==> src/rtl/lsm_pkg.sv <==
package lsm_pkg;
    localparam int LANE_W = 8;
    localparam int BUS_W  = 2 * LANE_W;

    typedef enum logic {
        PH_FIRST  = 1'b0,
        PH_SECOND = 1'b1
    } phase_e;

    typedef struct packed {
        phase_e              phase;
        logic [LANE_W-1:0]   held_lo;
        logic                rsp_valid;
        logic [BUS_W-1:0]    rsp_data;
    } ctl_s;
endpackage

==> src/rtl/lsm_bank_sel.sv <==
module lsm_bank_sel
    import lsm_pkg::*;
#(
    parameter int ADDR_W = 16,
    localparam int ROW_W = ADDR_W - 1
) (
    input  logic              active,
    input  logic [ADDR_W-1:0] byte_addr,
    input  logic              is_word,
    input  phase_e            phase,
    output logic [ROW_W-1:0]  row,
    output logic [1:0]        bank_en,
    output logic              last
);
    logic              odd;
    logic [ROW_W-1:0]  base_row;

    assign odd      = byte_addr[0];
    assign base_row = byte_addr[ADDR_W-1:1];

    always_comb begin
        row     = base_row;
        bank_en = 2'b00;
        last    = 1'b1;
        if (is_word && odd) begin
            last = (phase == PH_SECOND);
            if (phase == PH_SECOND) begin
                row     = base_row + 1'b1;
                bank_en = 2'b01;
            end else begin
                bank_en = 2'b10;
            end
        end else if (is_word) begin
            bank_en = 2'b11;
        end else begin
            bank_en = odd ? 2'b10 : 2'b01;
        end
        if (!active) begin
            bank_en = 2'b00;
        end
    end
endmodule

==> src/rtl/lsm_lane_steer.sv <==
module lsm_lane_steer
    import lsm_pkg::*;
(
    input  logic              odd,
    input  logic              is_word,
    input  logic [BUS_W-1:0]  core_wdata,
    input  logic [BUS_W-1:0]  bus_rdata,
    input  logic [LANE_W-1:0] held_lo,
    output logic [BUS_W-1:0]  bus_wdata,
    output logic [BUS_W-1:0]  result,
    output logic [LANE_W-1:0] first_byte
);
    logic [LANE_W-1:0] lane_rd [2];

    for (genvar g = 0; g < 2; g++) begin : g_lane
        assign lane_rd[g] = bus_rdata[g*LANE_W +: LANE_W];
    end

    assign first_byte = lane_rd[1];

    always_comb begin
        if (!is_word) begin
            bus_wdata = {core_wdata[LANE_W-1:0], core_wdata[LANE_W-1:0]};
            result    = {{LANE_W{1'b0}}, odd ? lane_rd[1] : lane_rd[0]};
        end else if (odd) begin
            bus_wdata = {core_wdata[LANE_W-1:0], core_wdata[BUS_W-1:LANE_W]};
            result    = {lane_rd[0], held_lo};
        end else begin
            bus_wdata = core_wdata;
            result    = bus_rdata;
        end
    end
endmodule

==> src/rtl/lane_split_mem.sv <==
module lane_split_mem
    import lsm_pkg::*;
#(
    parameter int ADDR_W = 16,
    localparam int ROW_W = ADDR_W - 1
) (
    input  logic              clk,
    input  logic              rst_n,
    input  logic              req_valid,
    output logic              req_ready,
    input  logic [ADDR_W-1:0] req_addr,
    input  logic              req_word,
    input  logic              req_write,
    input  logic [15:0]       req_wdata,
    output logic              rsp_valid,
    output logic [15:0]       rsp_rdata,
    output logic [ROW_W-1:0]  mem_addr,
    output logic [1:0]        mem_en,
    output logic              mem_we,
    output logic [15:0]       mem_wdata,
    input  logic [15:0]       mem_rdata,
    input  logic              mem_ready
);
    ctl_s st_q, st_d;

    logic              last;
    logic              done;
    logic [BUS_W-1:0]  result;
    logic [LANE_W-1:0] first_byte;

    lsm_bank_sel #(.ADDR_W(ADDR_W)) bank_sel_i (
        .active    (req_valid),
        .byte_addr (req_addr),
        .is_word   (req_word),
        .phase     (st_q.phase),
        .row       (mem_addr),
        .bank_en   (mem_en),
        .last      (last)
    );

    lsm_lane_steer lane_steer_i (
        .odd        (req_addr[0]),
        .is_word    (req_word),
        .core_wdata (req_wdata),
        .bus_rdata  (mem_rdata),
        .held_lo    (st_q.held_lo),
        .bus_wdata  (mem_wdata),
        .result     (result),
        .first_byte (first_byte)
    );

    assign done      = req_valid && mem_ready;
    assign req_ready = done && last;
    assign mem_we    = req_write && (mem_en != 2'b00);
    assign rsp_valid = st_q.rsp_valid;
    assign rsp_rdata = st_q.rsp_data;

    always_comb begin
        st_d           = st_q;
        st_d.rsp_valid = 1'b0;
        if (done) begin
            if (!last) begin
                st_d.phase   = PH_SECOND;
                st_d.held_lo = first_byte;
            end else begin
                st_d.phase = PH_FIRST;
                if (!req_write) begin
                    st_d.rsp_valid = 1'b1;
                    st_d.rsp_data  = result;
                end
            end
        end
    end

    always_ff @(posedge clk) begin
        if (!rst_n) begin
            st_q <= '0;
        end else begin
            st_q <= st_d;
        end
    end
endmodule

==> config.mk <==
export PLATFORM = sky130hd
export DESIGN_NAME = lane_split_mem
export DESIGN_NICKNAME = d
export VERILOG_FILES = /design/src/rtl/lsm_pkg.sv /design/src/rtl/lsm_bank_sel.sv /design/src/rtl/lsm_lane_steer.sv /design/src/rtl/lane_split_mem.sv
export SDC_FILE = /design/constraint.sdc
export NUM_CORES = 1
export LEC_CHECK = 0
export BUFFER_PORTS_ARGS = -buffer_cell sky130_fd_sc_hd__buf_2
export CAP_MARGIN = 20
export CORE_AREA = 4 4 79 88
export DETAILED_ROUTE_END_ITERATION = 16
export DIE_AREA = 0 0 83 92
export PLACE_DENSITY = 0.68
export SYNTH_ARGS = -nofsm -noshare
export SYNTH_HDL_FRONTEND = slang
export SYNTH_SLANG_ARGS = --single-unit
export TNS_END_PERCENT = 20
==> constraint.sdc <==
create_clock -name clk -period 1.6 [get_ports clk]
set_input_delay 0.16 -clock clk [delete_from_list [all_inputs] [get_ports clk]]
set_output_delay 0.16 -clock clk [all_outputs]
set_load 0.005 [all_outputs]
==> results of run 1 <==
==> how the worst max path moves through the flow <==
stage                   from            to  depth (start not counted)
finish              st_q[25]  mem_addr[14]                          5
global route        st_q[25]   mem_addr[8]                          5
CTS                 st_q[25]  mem_addr[11]                          5
detailed placement  st_q[25]  mem_addr[14]                          5
global placement    st_q[25]  mem_addr[12]                          5
floorplan           st_q[25]  rsp_rdata[7]                          6
==> Yosys cell counts (2+ instances only) <==
library cell	number
nand2_1	30
nand4_1	4
nand3_1	13
a21boi_1	10
o211ai_1	8
a21boi_0	7
nor2b_1	8
mux2_2	25
nand2_2	2
clkbuf_1	4
xnor2_1	11
nor3_2	2
and3_1	2
and2_1	3
mux2i_1	16
buf_2	6
dfxtp_1	26
nor2_1	3
xor2_1	3
==> layer usage <==
layer	vias up	GRT usage, %
met2	79	23.4
met1	826	14.3
met3	6	5.03
met4	0	2.45
li1	902	-
met5	-	0
==> power by group <==
part	internal, W	switching [W]	leakage, nW
combinational	0.000201	0.000176	0.885
sequential	0.000662	0.00000695	0.211
clock	0.000335	0.000210	0.0357
==> cell type report <==
cell class              count  share of cell area (%)
well taps                  80                    4.01
repair buffers            115                    24.5
flip-flops and latches     26                    20.9
inverters                   1                   0.150
clock buffers               3                    1.65
multi-input cells         156                    47.6
clock inverters             1                    1.20
==> registers in the layout (all words and copies together), names as in the netlist <==
signal and cells:
rsp_rdata 16, rsp_valid 1, st_q 9
==> cell usage in the layout (no fill, tap or decap), types with 3 or more instances in the layout <==
cell type,instances
nand2_1,30
clkbuf_8,3
xnor2_1,10
buf_4,9
nand3_1,11
nor2b_1,8
dfxtp_1,25
o211ai_1,8
xor2_1,3
a21boi_1,10
and2_1,3
mux2i_1,16
mux2_2,25
nor2_1,3
nand4_1,4
a21boi_0,7
buf_2,105
==> worst max-delay path, cell delays in order (launching register included) <==
cell and delay, ns:
dfxtp_2 0.34, nand4_1 0.20, nor3_4 0.35, nand4_1 0.15
xnor2_1 0.15, buf_2 0.13
==> cell families after synthesis <==
family                     count (synthesis)
AOI/OAI and AO/OA                         27
xor gates and xnor gates                  14
adders and majority gates                  1
buffers and inverters                     14
DFF                                       26
muxes                                     41
and+or+nand+nor                           73
==> metrics by stage <==
stage / hold slack (ns) / worst slack (ns)
finish: 0.179 / -0.148
global route: 0.193 / -0.303
CTS: 0.177 / -0.168
detailed placement: 0.443 / 0.0424
global placement: 0.436 / 0.0829
floorplan: 0.313 / 0.157
==> what timing repair did <==
action	4_1_cts	5_1_grt
hold buffers	0	0
endpoints found under the setup margin	10	13
buffers inserted	2	0
resized for setup	3	2
cloned	0	0
pin swaps	8	5
==> results.md, run 1 <==
* Slew HR at 73.7%
* WS Path Type: flip-flop to primary output
* Count of boundary I/O pins at 106
* Max cap viols at 0
* Status: finished, violations left
* CP endpoint kind: primary output
* Fin crit share at 109%
* N_diodes at 0
* Post-layout util at 41.1%
* Critical R2R Launch: st_q[25]
* Reg2reg setup slack at 0.12 ns
* Worst endpoint required time at 1.44 ns
* Leakage power at 1.13 nW
* Tot Pwr at 0.00159 W
* Clk slew on worst S/H paths at 0.09 ns
* Final hold violation count at 0
* Max frequency at 572 MHz
* Clock root buffer master: clkbuf_8
* Clock buffer count from CTS at 3
* WP data arrival at 1.59 ns
* Largest family of logic cells by synthesized area: multiplexers
* Die ar. at 0.00764 mm2
* Mapped Cells at 196
* Layout Nets at 358
* Initial DRT Pass Iterations at 4
* Mux cell area share after synthesis at 25.0%
* Syn_nets at 251
* RSZ-0062 raised after global routing: yes
* Layout cell share with drive strength beyond 1 at 51.0%
* First-pass GRT wire length at 8.31 mm
* Core area at 0.00608 mm2
* YS warnings at 0
* PnR worst setup slack at -0.148 ns
* Multi-input gate area at 0.00119 mm2
* Post-route cell area at 0.00250 mm2
* Detailed Place HPWL at 4.12 mm
* Final setup viols at 10
* CTS tree: yes
* Synth area leader: dfxtp_1
* Std-Cell Rows at 30
* Syn Area/Cell at 9.02 um2
* Final Critical Period at 1.75 ns
* Synth Area in Compound Gates at 11.6%
* Peak supply drop at 0.686 mV
* Pin count of the biggest net entering global routing at 27
* Non-filler cells, final at 382
* Die H at 92 um
* Setup TNS at -1.13 ns
* Gr usage total at 12.9%
* I/O Buffers at 105
* Synth Register Bits at 26
* Post-DRT Antenna Nets at 0
* Yosys cell types at 32
* Cells after DPL at 376
* Synth area leaders: dfxtp_1 (29%), mux2_2 (16%), mux2i_1 (9.1%), nand2_1 (6.4%), xnor2_1 (5.4%)
* Post-synthesis simple-gate area fraction at 21.7%
* Fillers at 635
* Number of synthesized flops with an enable pin at 0
* CP max FO at 5
* Routed Wire Length at 5.14 mm
* Hold path depth at 3
* Startpoint Class: flip-flop
* DRT iter0 DRCs at 42
* Synth Area in XOR/XNOR at 6.94%
* Antenna violations before repair at 0
* Worst-margin pin slew at 0.394 ns
* Hold Startpoint: mem_rdata[13]
* Area of the mapped netlist at 0.00177 mm2
* Sequential cell area at 522 um2
* DR vias at 1813
* H-tree lvl count at 1
* Failing checks: setup timing
* Post-synth top flop: dfxtp_1
* Met3 routed WL at 484 um
* Vias in the first global route at 1720
* Post-placement cell area at 0.00239 mm2
* Pwr per Cell Area at 637 mW/mm2
* Yosys top cell area share at 29.4%
* Hold Crit Endpoint: st_q[22]
* Synth-to-Final Area Change at 41.3%
* Final RePlAce weighted congestion at 0.958
* Critical R2R Capture: rsp_rdata[4]
* Initial core utilization at 29.1%
* Top routing layer used: met4
* Slew Limit Fails at 0
* Post-synthesis sequential area ratio at 29.4%
* Reg2Reg Depth at 6
* Worst clock skew at 0.00217 ns
* Vias per cell at 4.75
* Clk_lat worst skew at 0.27 ns
* DRC errors left at 0
* Remaining global-route overflow at 0
* Ys async rst share at 0%
* WL met2 at 2.62 mm
* Routed length per instance at 13.5 um
* Post-synthesis adder-cell area fraction at 0.708%
* Clk sinks at 26
* Worst Hold Class: primary input to flip-flop
* Die width at 83 um
* Met1 WL at 1.98 mm
* CTS max path bufs at 2
No activity file was read; power rests on OpenSTA's default activity.
==> inputs of run 2 (changes only) <==
SKIP_CTS_REPAIR_TIMING = 1   (was unset)
==> run 2 against run 1 <==
  * The flow still finishes with violations (setup timing)
  * Wire length is 0.58% higher
  * Register-to-register slack lost 0.02 ns
  * Sequential share of layout area barely moved
  * Maximum frequency down 3.7%
  * Combinational power hardly changed
  * Flip-flop and latch count did not move
  * Global-route usage fell by 0.26 points
  * Non-clock buffer count unchanged
  * Largest power group unchanged
  * Critical endpoint is now mem_addr[8]
  * Count of clock-buffer cells in the layout unchanged
  * Clock power about the same
  * Critical path type unchanged
==> results.md, run 2 (synthesis results as in run 1) <==
* Status: finished, violations left
* Failing checks: setup timing
* Die H at 92 um
* Worst Setup SP: st_q[25]
* WHS at 0.179 ns
* Met2 Usage GRT at 22.9%
* End of the critical path: mem_addr[8]
* Vias per cell at 4.70
* Met3 usage at 5.03%
* Final hold violation count at 0
* Initial core utilization at 29.1%
* DRC errors left at 0
* Clk slew on worst S/H paths at 0.09 ns
* H-tree lvl count at 1
* Worst clock skew at 0.00365 ns
* Post-DRT Antenna Nets at 0
* Antenna violations before repair at 0
* Slowest cell on crit path: dfxtp_2
* CTS tree: yes
* Vias in the first global route at 1687
* Max cap viols at 0
* Initial DRT Pass Iterations at 6
* Worst endpoint required time at 1.44 ns
* Final setup viols at 10
* Post-route cell area at 0.00249 mm2
* Worst slack, placed at 0.0424 ns
* CP Cell Sequence: nand4_1 -> nor3_4 -> nand3_2 -> xnor2_2 -> buf_2
* DRT iter0 DRCs at 45
* Pwr per Cell Area at 638 mW/mm2
* Met1 usage at 14.1%
* Final RePlAce weighted congestion at 0.958
* Fillers at 642
* Most frequent cells in the layout: buf_2 (105), nand2_1 (30), mux2_2 (25), dfxtp_1 (25), mux2i_1 (16)
* Routed length per instance at 13.5 um
* Post-layout util at 41.0%
* Synth-to-Final Area Change at 41.0%
* Worst Hold Class: primary input to flip-flop
* Reg2reg setup slack at 0.10 ns
* Clk_lat worst skew at 0.27 ns
* Core area at 0.00608 mm2
* Die ar. at 0.00764 mm2
* Routed Wire Length at 5.17 mm
* Critical Path Stages at 5
* Clock root buffer master: clkbuf_8
* Layout Nets at 358
* DR vias at 1797
* Remaining global-route overflow at 0
* First-pass GRT wire length at 8.15 mm
* Pin count of the biggest net entering global routing at 27
* CP endpoint kind: primary output
* Buf/Inv on CP at 1
* Count of boundary I/O pins at 106
* CP top delay family: simple AND/OR/NAND/NOR gates
* Slew HR at 73.5%
* Fin crit share at 113%
* Die width at 83 um
* Slew Limit Fails at 0
* Peak supply drop at 0.688 mV
* Layout cell share with drive strength beyond 1 at 50.7%
* Detailed Place HPWL at 4.12 mm
* Max frequency at 551 MHz
* Leakage power at 1.13 nW
* Largest register FFs at 16
* Post-placement cell area at 0.00239 mm2
* I/O Buffers at 105
* RSZ-0062 raised after global routing: yes
* Busiest grt layer: met2
* Commonest non-fill, non-tap cell in the layout: buf_2
* Tot Pwr at 0.00159 W
* WP data arrival at 1.66 ns
* Std-Cell Rows at 30
* PnR worst setup slack at -0.215 ns
* WS Path Type: flip-flop to primary output
* Reg2Reg Depth at 6
* Critical R2R Capture: rsp_rdata[4]
* CTS max path bufs at 2
* Gr usage total at 12.6%
* Critical Path Max Stage Delay at 0.36 ns
* N_diodes at 0
* Clock buffer count from CTS at 3
* Clk sinks at 26
* CP max FO at 5
* Critical R2R Launch: st_q[25]
* Worst-margin pin slew at 0.397 ns
* Final Critical Period at 1.82 ns
* Sequential cell area at 522 um2
* Multi-input gate area at 0.00118 mm2
* Startpoint Class: flip-flop
## run 2: final cells by class
class | instances | area share [%]
sequential | 26 | 20.9
multi-input combinational | 156 | 47.5
inverter | 1 | 0.151
timing repair buffer | 115 | 24.6
clock buffer | 3 | 1.66
clock inverter | 1 | 1.20
tap | 80 | 4.01
## run 2: how the worst min path moves through the flow
stage / to / cells past startpoint / slack (ns) / start
2_1_floorplan: rsp_rdata[12] / 1 / 0.31 / rst_n
3_3_place_gp: rsp_rdata[12] / 2 / 0.44 / rsp_rdata[12]
3_5_place_dp: rsp_rdata[15] / 2 / 0.44 / rsp_rdata[15]
4_1_cts: st_q[19] / 3 / 0.18 / mem_rdata[10]
5_1_grt: st_q[17] / 3 / 0.19 / mem_rdata[8]
6_report: st_q[19] / 3 / 0.18 / mem_rdata[10]
## run 2: stage by stage
stage | instances | TNS, ns
final | 382 | -1.74
after global routing | 382 | -3.25
after CTS | 380 | -1.84
after detailed placement | 376 | 0
after global placement | 376 | 0
after floorplan | 196 | 0
## run 2: where the power goes
group / switching [W] / internal [W]
combinational: 0.000177 / 0.000201
clock: 0.000210 / 0.000335
sequential: 0.00000723 / 0.000662
total: 0.000394 / 0.00120
## run 2: per-layer routing
metal | vias to the layer above | share of wire, % | wire length, um
li1 | 899 | - | -
met1 | 819 | 38 | 1960
met2 | 75 | 52 | 2680
met3 | 4 | 9.5 | 491
met4 | 0 | 0.75 | 39
met5 | - | 0 | 0
## run 2: worst register-to-register path: stages (launching register included)
cell and delay, ns:
dfxtp_2 0.36, buf_4 0.11, and3b_4 0.21, or3_1 0.35, buf_4 0.20, nand2_1 0.08, a21boi_0 0.07
==> inputs of run 3 (changes only) <==
CORE_AREA = 2 2 77 86   (was 4 4 79 88)
DIE_AREA = 0 0 79 88   (was 0 0 83 92)
==> run 3 against run 2 <==
  * The flow still finishes with violations (setup timing)
  * Worst hold slack got worse by 0.014 ns
  * Die area fell by 9.0%
  * Clock skew rose by 0.0037 ns
  * Non-clock buffer count fell by 1
  * Clock power barely moved
  * Critical path depth rose by 1
  * Combinational power fell by 2%
  * Maximum frequency rose by 2.0%
  * Count of clock-buffer cells in the layout did not move
  * Global-route usage fell by 0.085 points
  * Total power fell by 0.21%
  * Highest routed layer unchanged
==> results.md, run 3 (synthesis results as in run 1) <==
* Remaining global-route overflow at 0
* Most common cell on crit path: nand4_1
* Die width at 79 um
* Routed Wire Length at 4.90 mm
* Vias per cell at 4.71
* CP endpoint kind: primary output
* Worst Hold Class: primary input to flip-flop
* Clk pwr share at 34.5%
* CP max FO at 5
* Antenna violations before repair at 0
* First-pass GRT wire length at 7.10 mm
* Fillers at 636
* Sw frac at 24.8%
* CP top delay family: simple AND/OR/NAND/NOR gates
* Initial DRT Pass Iterations at 4
* Worst slack, placed at 0.0518 ns
* Worst Setup SP: st_q[25]
* Sequential cell area at 522 um2
* Clk sinks at 26
* N_diodes at 0
* Status: finished, violations left
* Critical Path Max Stage Delay at 0.35 ns
* Commonest non-fill, non-tap cell in the layout: buf_2
* Combinational share of power at 23.4%
* Critical Path Stages at 6
* Critical R2R Capture: rsp_rdata[2]
* Fin crit share at 111%
* DRT iter0 DRCs at 54
* Gr usage total at 12.6%
* Layout cell share with drive strength beyond 1 at 50.2%
* Final Critical Period at 1.78 ns
* CP Cell Sequence: nand4_1 -> buf_6 -> nor3_4 -> nand4_1 -> xnor2_1 -> buf_2
* Worst clock skew at 0.00734 ns
* Net Sw Power at 0.000394 W
* Buf/Inv on CP at 2
* Die ar. at 0.00695 mm2
* H-tree lvl count at 1
* DRC errors left at 0
* RSZ-0062 raised after global routing: yes
* Final hold violation count at 0
* Worst-margin pin slew at 0.391 ns
* Reg power frac at 42.1%
* Vias in the first global route at 1590
* WS Path Type: flip-flop to primary output
* Clock root buffer master: clkbuf_8
* Failing checks: setup timing
* Max frequency at 562 MHz
* Core area at 0.00608 mm2
* CTS max path bufs at 2
* Reg2Reg Depth at 6
* Peak supply drop at 0.421 mV
* Slowest cell on crit path: dfxtp_2
* Final RePlAce weighted congestion at 0.710
* Multi-input gate area at 0.00119 mm2
* Pwr per Cell Area at 636 mW/mm2
* I/O Buffers at 105
* Clock buffer count from CTS at 3
* DR vias at 1796
* Routed length per instance at 12.9 um
* Die H at 88 um
* Max cap viols at 0
* Synth-to-Final Area Change at 41.2%
* Worst endpoint required time at 1.44 ns
* Slew HR at 73.9%
* Reg2reg setup slack at 0.14 ns
* Post-DRT Antenna Nets at 0
* Internal power at 0.00119 W
* Final setup viols at 10
* Count of boundary I/O pins at 106
* CTS tree: yes
* Setup TNS at -1.05 ns
* Initial core utilization at 29.1%
* Pin count of the biggest net entering global routing at 29
* Clk_lat worst skew at 0.27 ns
* Startpoint Class: flip-flop
* Most frequent cells in the layout: buf_2 (105), nand2_1 (30), mux2_2 (25), dfxtp_1 (25), mux2i_1 (16)
* Clk slew on worst S/H paths at 0.10 ns
* Detailed Place HPWL at 3.83 mm
* Layout Nets at 357
* PnR worst setup slack at -0.180 ns
* Slew Limit Fails at 0
* Std-Cell Rows at 30
* Post-layout util at 41.0%
* Largest register FFs at 16
* WP data arrival at 1.62 ns
* End of the critical path: mem_addr[14]
* Critical R2R Launch: st_q[25]
* Leakage power at 1.13 nW
run 3: tightest hold or removal path: stages:
cell and delay [ns]:
buf_2 0.09, mux2i_1 0.06, nor2b_1 0.09
run 3: power groups by stage:
stage	clock network, W	logic, W	registers, W
floorplan	0	0.000190	0.000685
global placement	0	0.000361	0.000684
detailed placement	0	0.000368	0.000684
CTS	0.000559	0.000370	0.000670
global route	0.000585	0.000408	0.000671
finish	0.000548	0.000371	0.000669
run 3: worst min path at each step:
stage / startpoint / endpoint / slack, ns / depth (start not counted)
2_1_floorplan: rst_n / rsp_rdata[12] / 0.31 / 1
3_3_place_gp: rsp_rdata[14] / rsp_rdata[14] / 0.44 / 2
3_5_place_dp: rsp_rdata[14] / rsp_rdata[14] / 0.44 / 2
4_1_cts: mem_rdata[14] / st_q[23] / 0.16 / 3
5_1_grt: mem_rdata[9] / st_q[18] / 0.18 / 3
6_report: mem_rdata[14] / st_q[23] / 0.17 / 3
run 3: final cells by class:
type,instances,share of cell area [%]
flip-flops and latches,26,20.9
inverters,1,0.150
multi-input cells,156,47.7
clock buffers,3,1.65
well taps,80,4.01
repair buffers,114,24.4
clock inverters,1,1.20
run 3: stage by stage:
step	instance area [um2]	cells	total power (W)	hold WS [ns]
after floorplan	1770	196	0.000875	0.313
after global placement	2370	374	0.00104	0.439
after detailed placement	2370	374	0.00105	0.439
after CTS	2440	378	0.00160	0.163
after global routing	2500	381	0.00166	0.184
final	2500	381	0.00159	0.166
run 3: per-layer routing:
metal  wire, um  vias up  part of all wire [%]  track usage, %
met5          0        -                     0               0
met4         19        0                  0.39            1.88
met3        401        2                   8.2            3.81
met2       2530       70                    52            24.6
met1       1960      821                    40            13.5
li1           -      903                     -               -
